<file path="config.mk">
export PLATFORM = sky130hd
export DESIGN_NAME = ts_pid_filter
export DESIGN_NICKNAME = d
export VERILOG_FILES = /design/src/rtl/ts_pid_pkg.sv /design/src/rtl/ts_pid_table.sv /design/src/rtl/ts_pid_match.sv /design/src/rtl/ts_hold_fifo.sv /design/src/rtl/ts_pid_filter.sv
export SDC_FILE = /design/constraint.sdc
export NUM_CORES = 2
export LEC_CHECK = 0
export BUFFER_PORTS_ARGS = -buffer_cell sky130_fd_sc_hd__buf_4
export CAP_MARGIN = 20
export CORE_ASPECT_RATIO = 0.9
export CORE_MARGIN = 2
export CORE_UTILIZATION = 62
export DETAILED_ROUTE_END_ITERATION = 6
export PLACE_DENSITY = 0.9
export SLEW_MARGIN = 20
export SYNTH_ARGS = -nofsm -noshare
export SYNTH_HDL_FRONTEND = slang
export SYNTH_SLANG_ARGS = --single-unit
</file>
<file path="constraint.sdc">
create_clock -name clk -period 5.7 [get_ports clk]
set_clock_uncertainty 0.1 [all_clocks]
set_input_delay 0.285 -clock clk [delete_from_list [all_inputs] [get_ports clk]]
set_output_delay 0.285 -clock clk [all_outputs]
set_load 0.02 [all_outputs]
</file>
<file path="src/rtl/ts_pid_pkg.sv">
package ts_pid_pkg;
   localparam int PID_W    = 13;
   localparam int BYTE_W   = 8;
   localparam int NUM_DED  = 6;
   localparam logic [BYTE_W-1:0] SYNC_BYTE = 8'h47;
   localparam logic [PID_W-1:0]  NULL_PID  = 13'h1FFF;

   typedef logic [PID_W-1:0] pid_t;

   // slice order inside the dedicated identifier vector
   typedef enum logic [2:0] {
      DED_STREAM_A = 3'd0,
      DED_STREAM_B = 3'd1,
      DED_CLOCKREF = 3'd2,
      DED_PROGMAP  = 3'd3,
      DED_ENTMGMT  = 3'd4,
      DED_ENTCTRL  = 3'd5
   } ded_sel_e;
endpackage

</file>
<file path="src/rtl/ts_pid_table.sv">
module ts_pid_table
   import ts_pid_pkg::*;
#(
   parameter int NUM_SLOTS = 32,
   localparam int SLOT_W   = $clog2(NUM_SLOTS)
)(
   input  logic                       clk,
   input  logic                       rst_n,
   input  logic                       idx_wr,
   input  logic [SLOT_W-1:0]          idx_in,
   input  logic                       data_wr,
   input  pid_t                       pid_in,
   input  logic                       en_in,
   output logic [NUM_SLOTS*PID_W-1:0] slot_pid,
   output logic [NUM_SLOTS-1:0]       slot_en
);
   logic [SLOT_W-1:0] idx_q;

   always_ff @(posedge clk) begin
      if (!rst_n)      idx_q <= '0;
      else if (idx_wr) idx_q <= idx_in;
   end

   for (genvar k = 0; k < NUM_SLOTS; k++) begin : g_slot
      always_ff @(posedge clk) begin
         if (!rst_n) begin
            slot_pid[k*PID_W +: PID_W] <= '0;
            slot_en[k]                 <= 1'b0;
         end else if (data_wr && idx_q == SLOT_W'(k)) begin
            slot_pid[k*PID_W +: PID_W] <= pid_in;
            slot_en[k]                 <= en_in;
         end
      end
   end


   idx_hold_chk: assert property (@(posedge clk) disable iff (!rst_n)
      !idx_wr |=> $stable(idx_q));
endmodule

</file>
<file path="src/rtl/ts_pid_match.sv">
module ts_pid_match
   import ts_pid_pkg::*;
#(
   parameter int NUM_SLOTS = 32
)(
   input  pid_t                       pid,
   input  logic [NUM_DED*PID_W-1:0]   ded_pid,
   input  logic [NUM_DED-1:0]         ded_en,
   input  pid_t                       grp_pid,
   input  pid_t                       grp_mask,
   input  logic                       grp_en,
   input  logic [NUM_SLOTS*PID_W-1:0] slot_pid,
   input  logic [NUM_SLOTS-1:0]       slot_en,
   output logic                       hit,
   output logic                       is_null
);
   logic [NUM_DED-1:0]   ded_hit;
   logic [NUM_SLOTS-1:0] slot_hit;
   logic                 grp_hit;

   for (genvar k = 0; k < NUM_DED; k++) begin : g_ded
      assign ded_hit[k] = ded_en[k] && (ded_pid[k*PID_W +: PID_W] == pid);
   end

   for (genvar k = 0; k < NUM_SLOTS; k++) begin : g_tab
      assign slot_hit[k] = slot_en[k] && (slot_pid[k*PID_W +: PID_W] == pid);
   end

   assign grp_hit = grp_en && ((pid & grp_mask) == (grp_pid & grp_mask));
   assign hit     = (|ded_hit) || (|slot_hit) || grp_hit;
   assign is_null = (pid == NULL_PID);
endmodule

</file>
<file path="src/rtl/ts_hold_fifo.sv">
module ts_hold_fifo #(
   parameter int DW    = 9,
   parameter int DEPTH = 8,
   localparam int AW   = $clog2(DEPTH)
)(
   input  logic          clk,
   input  logic          rst_n,
   input  logic          wr_en,
   input  logic [DW-1:0] wr_data,
   input  logic [1:0]    rewind,
   input  logic [1:0]    rel_add,
   output logic          rd_valid,
   output logic [DW-1:0] rd_data
);
   logic [DW-1:0] mem [DEPTH];
   logic [AW:0]   wr_ptr, rd_ptr, rel_cnt, base, fill, held;
   logic          pop;

   assign base = wr_ptr - (AW+1)'(rewind);
   assign pop  = (rel_cnt != '0);
   assign fill = wr_ptr - rd_ptr;
   assign held = fill - rel_cnt;

   always_ff @(posedge clk) begin
      if (wr_en) mem[base[AW-1:0]] <= wr_data;
   end

   always_ff @(posedge clk) begin
      if (!rst_n) begin
         wr_ptr   <= '0;
         rd_ptr   <= '0;
         rel_cnt  <= '0;
         rd_valid <= 1'b0;
         rd_data  <= '0;
      end else begin
         wr_ptr   <= base + (AW+1)'(wr_en);
         rd_ptr   <= rd_ptr + (AW+1)'(pop);
         rel_cnt  <= rel_cnt + (AW+1)'(rel_add) - (AW+1)'(pop);
         rd_valid <= pop;
         if (pop) rd_data <= mem[rd_ptr[AW-1:0]];
      end
   end


   fifo_no_overflow_chk: assert property (@(posedge clk) disable iff (!rst_n)
      fill <= (AW+1)'(DEPTH));

   release_within_fill_chk: assert property (@(posedge clk) disable iff (!rst_n)
      rel_cnt <= fill);

   rewind_unreleased_chk: assert property (@(posedge clk) disable iff (!rst_n)
      (rewind != 2'd0) |-> (held >= (AW+1)'(rewind)));
endmodule

</file>
<file path="src/rtl/ts_pid_filter.sv">
module ts_pid_filter
   import ts_pid_pkg::*;
#(
   parameter int NUM_SLOTS  = 32,
   parameter int PKT_LEN    = 188,
   parameter int FIFO_DEPTH = 8,
   localparam int SLOT_W    = $clog2(NUM_SLOTS),
   localparam int IDX_W     = $clog2(PKT_LEN),
   localparam int HI_W      = PID_W - BYTE_W
)(
   input  logic                     clk,
   input  logic                     rst_n,
   input  logic [BYTE_W-1:0]        in_data,
   input  logic                     in_valid,
   input  logic                     in_sync,
   input  logic                     rx_en,
   input  logic [NUM_DED*PID_W-1:0] ded_pid,
   input  logic [NUM_DED-1:0]       ded_en,
   input  logic [PID_W-1:0]         grp_pid,
   input  logic [PID_W-1:0]         grp_mask,
   input  logic                     grp_en,
   input  logic                     null_en,
   input  logic                     tbl_idx_wr,
   input  logic [SLOT_W-1:0]        tbl_idx,
   input  logic                     tbl_data_wr,
   input  logic [PID_W-1:0]         tbl_pid,
   input  logic                     tbl_en,
   output logic [BYTE_W-1:0]        out_data,
   output logic                     out_valid,
   output logic                     out_sync,
   output logic                     terr_flag
);
   initial begin
      assert (PKT_LEN >= 4) else $error("packet length too short");
      assert (FIFO_DEPTH >= 8 && (FIFO_DEPTH & (FIFO_DEPTH - 1)) == 0)
         else $error("hold queue depth must be a power of two, at least 8");
      assert (NUM_SLOTS >= 2) else $error("table needs two or more slots");
   end

   logic [IDX_W-1:0]  byte_idx;
   logic              in_pkt, pkt_pass;
   logic [1:0]        hdr_cnt;
   logic [BYTE_W-1:0] h0, h1;

   logic [NUM_SLOTS*PID_W-1:0] slot_pid;
   logic [NUM_SLOTS-1:0]       slot_en;
   pid_t                       pid_cur;
   logic                       hit, is_null, hdr_good, pass_now;

   logic          fifo_wr;
   logic [1:0]    fifo_rew, fifo_add;
   logic [BYTE_W:0] fifo_din, fifo_dout;

   ts_pid_table #(.NUM_SLOTS(NUM_SLOTS)) u_table (
      .clk(clk), .rst_n(rst_n),
      .idx_wr(tbl_idx_wr), .idx_in(tbl_idx),
      .data_wr(tbl_data_wr), .pid_in(tbl_pid), .en_in(tbl_en),
      .slot_pid(slot_pid), .slot_en(slot_en)
   );

   assign pid_cur = {h1[HI_W-1:0], in_data};

   ts_pid_match #(.NUM_SLOTS(NUM_SLOTS)) u_match (
      .pid(pid_cur), .ded_pid(ded_pid), .ded_en(ded_en),
      .grp_pid(grp_pid), .grp_mask(grp_mask), .grp_en(grp_en),
      .slot_pid(slot_pid), .slot_en(slot_en),
      .hit(hit), .is_null(is_null)
   );

   assign hdr_good = (h0 == SYNC_BYTE);
   assign pass_now = rx_en && hdr_good && !h1[BYTE_W-1] && hit && !(null_en && is_null);

   always_comb begin
      fifo_wr  = 1'b0;
      fifo_rew = 2'd0;
      fifo_add = 2'd0;
      fifo_din = {1'b0, in_data};
      if (in_valid) begin
         if (in_sync) begin
            fifo_wr  = 1'b1;
            fifo_rew = hdr_cnt;
            fifo_din = {1'b1, in_data};
         end else if (in_pkt) begin
            if (byte_idx == IDX_W'(1)) begin
               fifo_wr = 1'b1;
            end else if (byte_idx == IDX_W'(2)) begin
               if (pass_now) begin
                  fifo_wr  = 1'b1;
                  fifo_add = 2'd3;
               end else begin
                  fifo_rew = 2'd2;
               end
            end else if (pkt_pass) begin
               fifo_wr  = 1'b1;
               fifo_add = 2'd1;
            end
         end
      end
   end

   always_ff @(posedge clk) begin
      if (!rst_n) begin
         byte_idx  <= '0;
         in_pkt    <= 1'b0;
         pkt_pass  <= 1'b0;
         hdr_cnt   <= 2'd0;
         h0        <= '0;
         h1        <= '0;
         terr_flag <= 1'b0;
      end else if (in_valid) begin
         if (in_sync) begin
            in_pkt   <= 1'b1;
            byte_idx <= IDX_W'(1);
            hdr_cnt  <= 2'd1;
            pkt_pass <= 1'b0;
            h0       <= in_data;
         end else if (in_pkt) begin
            byte_idx <= byte_idx + IDX_W'(1);
            if (byte_idx == IDX_W'(1)) begin
               h1      <= in_data;
               hdr_cnt <= 2'd2;
            end
            if (byte_idx == IDX_W'(2)) begin
               hdr_cnt  <= 2'd0;
               pkt_pass <= pass_now;
               if (rx_en && hdr_good && h1[BYTE_W-1]) terr_flag <= 1'b1;
            end
            if (byte_idx == IDX_W'(PKT_LEN - 1)) begin
               in_pkt   <= 1'b0;
               pkt_pass <= 1'b0;
            end
         end
      end
   end

   ts_hold_fifo #(.DW(BYTE_W + 1), .DEPTH(FIFO_DEPTH)) u_hold (
      .clk(clk), .rst_n(rst_n),
      .wr_en(fifo_wr), .wr_data(fifo_din),
      .rewind(fifo_rew), .rel_add(fifo_add),
      .rd_valid(out_valid), .rd_data(fifo_dout)
   );

   assign out_data = fifo_dout[BYTE_W-1:0];
   assign out_sync = fifo_dout[BYTE_W];


   terr_sticky_chk: assert property (@(posedge clk) disable iff (!rst_n)
      terr_flag |=> terr_flag);

   terr_needs_rx_chk: assert property (@(posedge clk) disable iff (!rst_n)
      $rose(terr_flag) |-> $past(rx_en));

   sync_has_valid_chk: assert property (@(posedge clk) disable iff (!rst_n)
      out_sync |-> out_valid);
endmodule

</file>
==> results.py <==
metrics = {
    "timing": {
        "fmax_mhz": 196,
        "post-route-period-util": 0.897,
        "tightestPinTransition_ns": 1.14,
        "setup_viol": 0,
        "drv_slew": 0,
        "tns_ns": 0,
        "relSlewSlack": 0.238,
        "finalHoldViolCount": 0,
        "grt_setup_unrepaired": "false",
        "post-route-min-period_ns": 5.11,
    },
    "logic_synthesis": {
        "synth_common_cells": "nand2_1 (1018), dfxtp_1 (500), xnor2_1 (493), a21boi_0 (464), clkbuf_1 (182)",
        "synth_top_flop_cell": "dfxtp_1",
        "synth_seq_cells": 572,
        "yosysSeqAreaShare": 0.436,
        "avgSynthCellArea_um2": 8.64,
        "ys_warn_count": 0,
        "async_flop_share": 0,
        "synth_edf_count": 72,
        "synth_top_area_frac": 0.358,
        "yosys-top-cells-area": "dfxtp_1 (36%), xnor2_1 (15%), nand2_1 (14%)",
        "syn_area_um2": 27900,
        "yosys.cell_count.top_type": "nand2_1",
        "ys_types": 48,
        "synth_cells": 3234,
        "synth_largest_area_cell": "dfxtp_1",
        "synth_fp_nets": 3396,
    },
    "cts": {
        "cts-resized-gates": 0,
        "cts_setup_buffers": 0,
        "hold_buffers": 14,
        "htree_levels": 2,
        "clk-insertion-delay-late_ns": 0.64,
        "cts_buffers": 55,
        "cts_tree": "built",
        "cts_buffer_depth": 3,
        "cts.sinks": 572,
        "root_buffer": "clkbuf_16",
        "path_clk_slew_ns": 0.07,
    },
    "worst_setup_path": {
        "cp.arrival_ns": 5.36,
        "r2r_slack_ns": 0.59,
        "timing.rr.end": "u_hold.mem[7][3]$_DFFE_PP_",
        "crit_start": "h1[1]$_SDFFE_PN0P_",
        "r2r_cells": 14,
        "slowest_delay_ns": 0.78,
        "cp.required_ns": 5.94,
        "critPathLaunchType": "flip-flop",
        "path_class": "flip-flop to flip-flop",
        "crit_path_frequent_cell": "nor4_1",
        "crit_path_top_delay_cell": "nor4_1",
        "cp_max_fo": 23,
        "end_kind": "flip-flop",
        "critPathCapture": "u_hold.mem[7][3]$_DFFE_PP_",
        "crit_chain": "buf_4 -> xnor2_1 -> nand4_1 -> nor4_1 -> nor4_1 -> nand4_1 -> nor3_1 -> nor4_1 -> o21ai_0 -> fa_1 -> xor2_1 -> nand3_1 -> nor3_1 -> buf_4",
        "r2r-start": "h1[1]$_SDFFE_PN0P_",
    },
    "die": {
        "num_rows": 73,
        "die_h_um": 205,
        "core_um2": 44300,
        "start_util": 0.631,
        "die_w_um": 228,
        "ios": 157,
        "die_area_um2": 46800,
    },
    "finish": {
        "stdcell_area_um2": 31400,
        "layout-drive-gt1-share": 0.103,
        "area_growth_pct": 12.2,
        "diodes": 0,
        "fin_nets": 3431,
    },
    "grt": {
        "gr-total-overflow": 0,
        "met3_usage": 0.0838,
        "use_met1": 0.453,
        "grt_busiest_layer": "met2",
        "grt_util_met2": 0.580,
        "grt_pass1_vias": 24200,
        "grt_pass1_wl_mm": 133,
        "grt_usage": 0.364,
        "grt_max_degree": 280,
        "antenna_found_initial": 0,
    },
    "place": {
        "dp_hpwl_mm": 52.3,
        "dpl_cell_area_um2": 29400,
        "port_buffers": 156,
        "routabilityCongestion": 0.950,
    },
    "pwr": {
        "p_leak_uw": 0.00973,
        "power.density_nw_per_um2": 293,
        "ir_drop_v": 0.000235,
    },
    "route": {
        "drt_first_pass_iters": 7,
        "vias_per_cell": 6.26,
        "routed_wl_mm": 86.8,
        "vias": 24500,
        "post-route-drc-count": 2,
        "ant_nets": 0,
        "wire_per_inst_um": 22.2,
        "drt_iter0_drc": 3661,
    },
    "outcome": {
        "violations": "DRC",
        "status": "complete, but fails checks",
    },
    "min_path": {
        "hp-class": "input pin to flip-flop",
    },
    "job": {
        "maxCapViolations": 0,
    },
}
[worst max-delay path, delay by kind of cell, from the launching register on]
| kind | cells | cell delay [ns] |
|---|---|---|
| flip-flops | 1 | 0.77 |
| buffers and inverters | 2 | 0.60 |
| XOR/XNOR | 2 | 0.37 |
| adder cells (fa/ha/maj) | 1 | 0.30 |
| AND/OR/NAND/NOR | 8 | 2.37 |
| AO/OA/AOI/OAI | 1 | 0.30 |
[cell families after synthesis]
family                   share of synthesized area
AO/OA/AOI/OAI                                0.136
AND/OR/NAND/NOR                              0.201
flip-flops                                   0.436
XOR/XNOR                                     0.161
adder cells (fa/ha/maj)                    0.00770
buffers and inverters                       0.0396
multiplexers                                0.0195
[power by group]
part	switching [µW]	internal [µW]	leakage [µW]	total, µW
combinational	673	556	0.00415	1230
sequential	130	4180	0.00469	4310
clock	1630	2030	0.000884	3660
total	2430	6760	0.00973	9190
[through the flow]
step | setup slack, ns | hold WS (ns) | power, µW | cells | util
global route | 0.483 | 0.0382 | 9440 | 3913 | 0.708
finish | 0.585 | 0.0575 | 9190 | 3913 | 0.708
floorplan | 1.69 | 0.284 | 5130 | 3234 | -
detailed placement | 0.894 | 0.362 | 5560 | 3796 | 0.664
CTS | 0.881 | 0.0406 | 9160 | 3911 | 0.707
global placement | 0.993 | 0.353 | 5500 | 3796 | 0.664
[state kept, by name, summed over array words and instances, names as in the netlist, 3 cells and up]
signal	cells
u_hold.mem	72
u_table.slot_pid	416
u_hold.wr_ptr	3
h0	8
u_table.idx_q	5
u_hold.rel_cnt	4
h1	6
u_hold.rd_data	9
byte_idx	8
u_table.slot_en	32
u_hold.rd_ptr	3
[routing by layer]
metal / vias to the layer above / share of wire
met4: 0 / 0.062
met3: 456 / 0.13
li1: 10700 / -
met1: 11500 / 0.36
met5: - / 0
met2: 1795 / 0.45
[area by class of cell]
type                       instances  area, µm²
clock buffer                      73       1530
clock inverter                    28        246
fill                            3022      12900
inverter                          18       67.6
multi-input combinational       2392      14700
sequential                       572      12200
tap                              600        751
timing repair buffer             230       1880
[how the worst min path moves through the flow]
stage / startpoint / to / cells past startpoint
6_report: in_data[2] / u_hold.mem[4][2]$_DFFE_PP_ / 1
5_1_grt: in_data[2] / u_hold.mem[4][2]$_DFFE_PP_ / 1
4_1_cts: in_data[1] / u_hold.mem[0][1]$_DFFE_PP_ / 1
3_5_place_dp: u_table.slot_en[5]$_SDFFE_PN0P_ / u_table.slot_en[5]$_SDFFE_PN0P_ / 2
3_3_place_gp: h0[2]$_SDFFE_PN0P_ / h0[2]$_SDFFE_PN0P_ / 2
2_1_floorplan: in_data[0] / u_hold.mem[0][0]$_DFFE_PP_ / 0
[placed cells by master (no fill, tap or decap), types with 11 or more instances in the layout]
| cell | synthesis | final |
|---|---|---|
| nand3_1 | 14 | 14 |
| o211a_1 | 11 | 11 |
| mux4_2 | 18 | 18 |
| xor2_1 | 20 | 20 |
| nor3_1 | 23 | 21 |
| ha_1 | 14 | 14 |
| nand4_1 | 127 | 127 |
| inv_1 | 17 | 17 |
| nand2_1 | 1018 | 1018 |
| and2_1 | 16 | 16 |
| nor2_1 | 38 | 35 |
| dlygate4sd3_1 | 0 | 15 |
| dfxtp_1 | 500 | 494 |
| clkinv_2 | 0 | 14 |
| clkbuf_16 | 0 | 55 |
| a21boi_0 | 464 | 464 |
| mux2i_1 | 14 | 14 |
| xnor2_1 | 493 | 493 |
| edfxtp_1 | 72 | 72 |
| nor4_1 | 55 | 53 |
| buf_4 | 1 | 206 |
| o21ai_0 | 13 | 13 |
(Power assumes the default switching activity.)
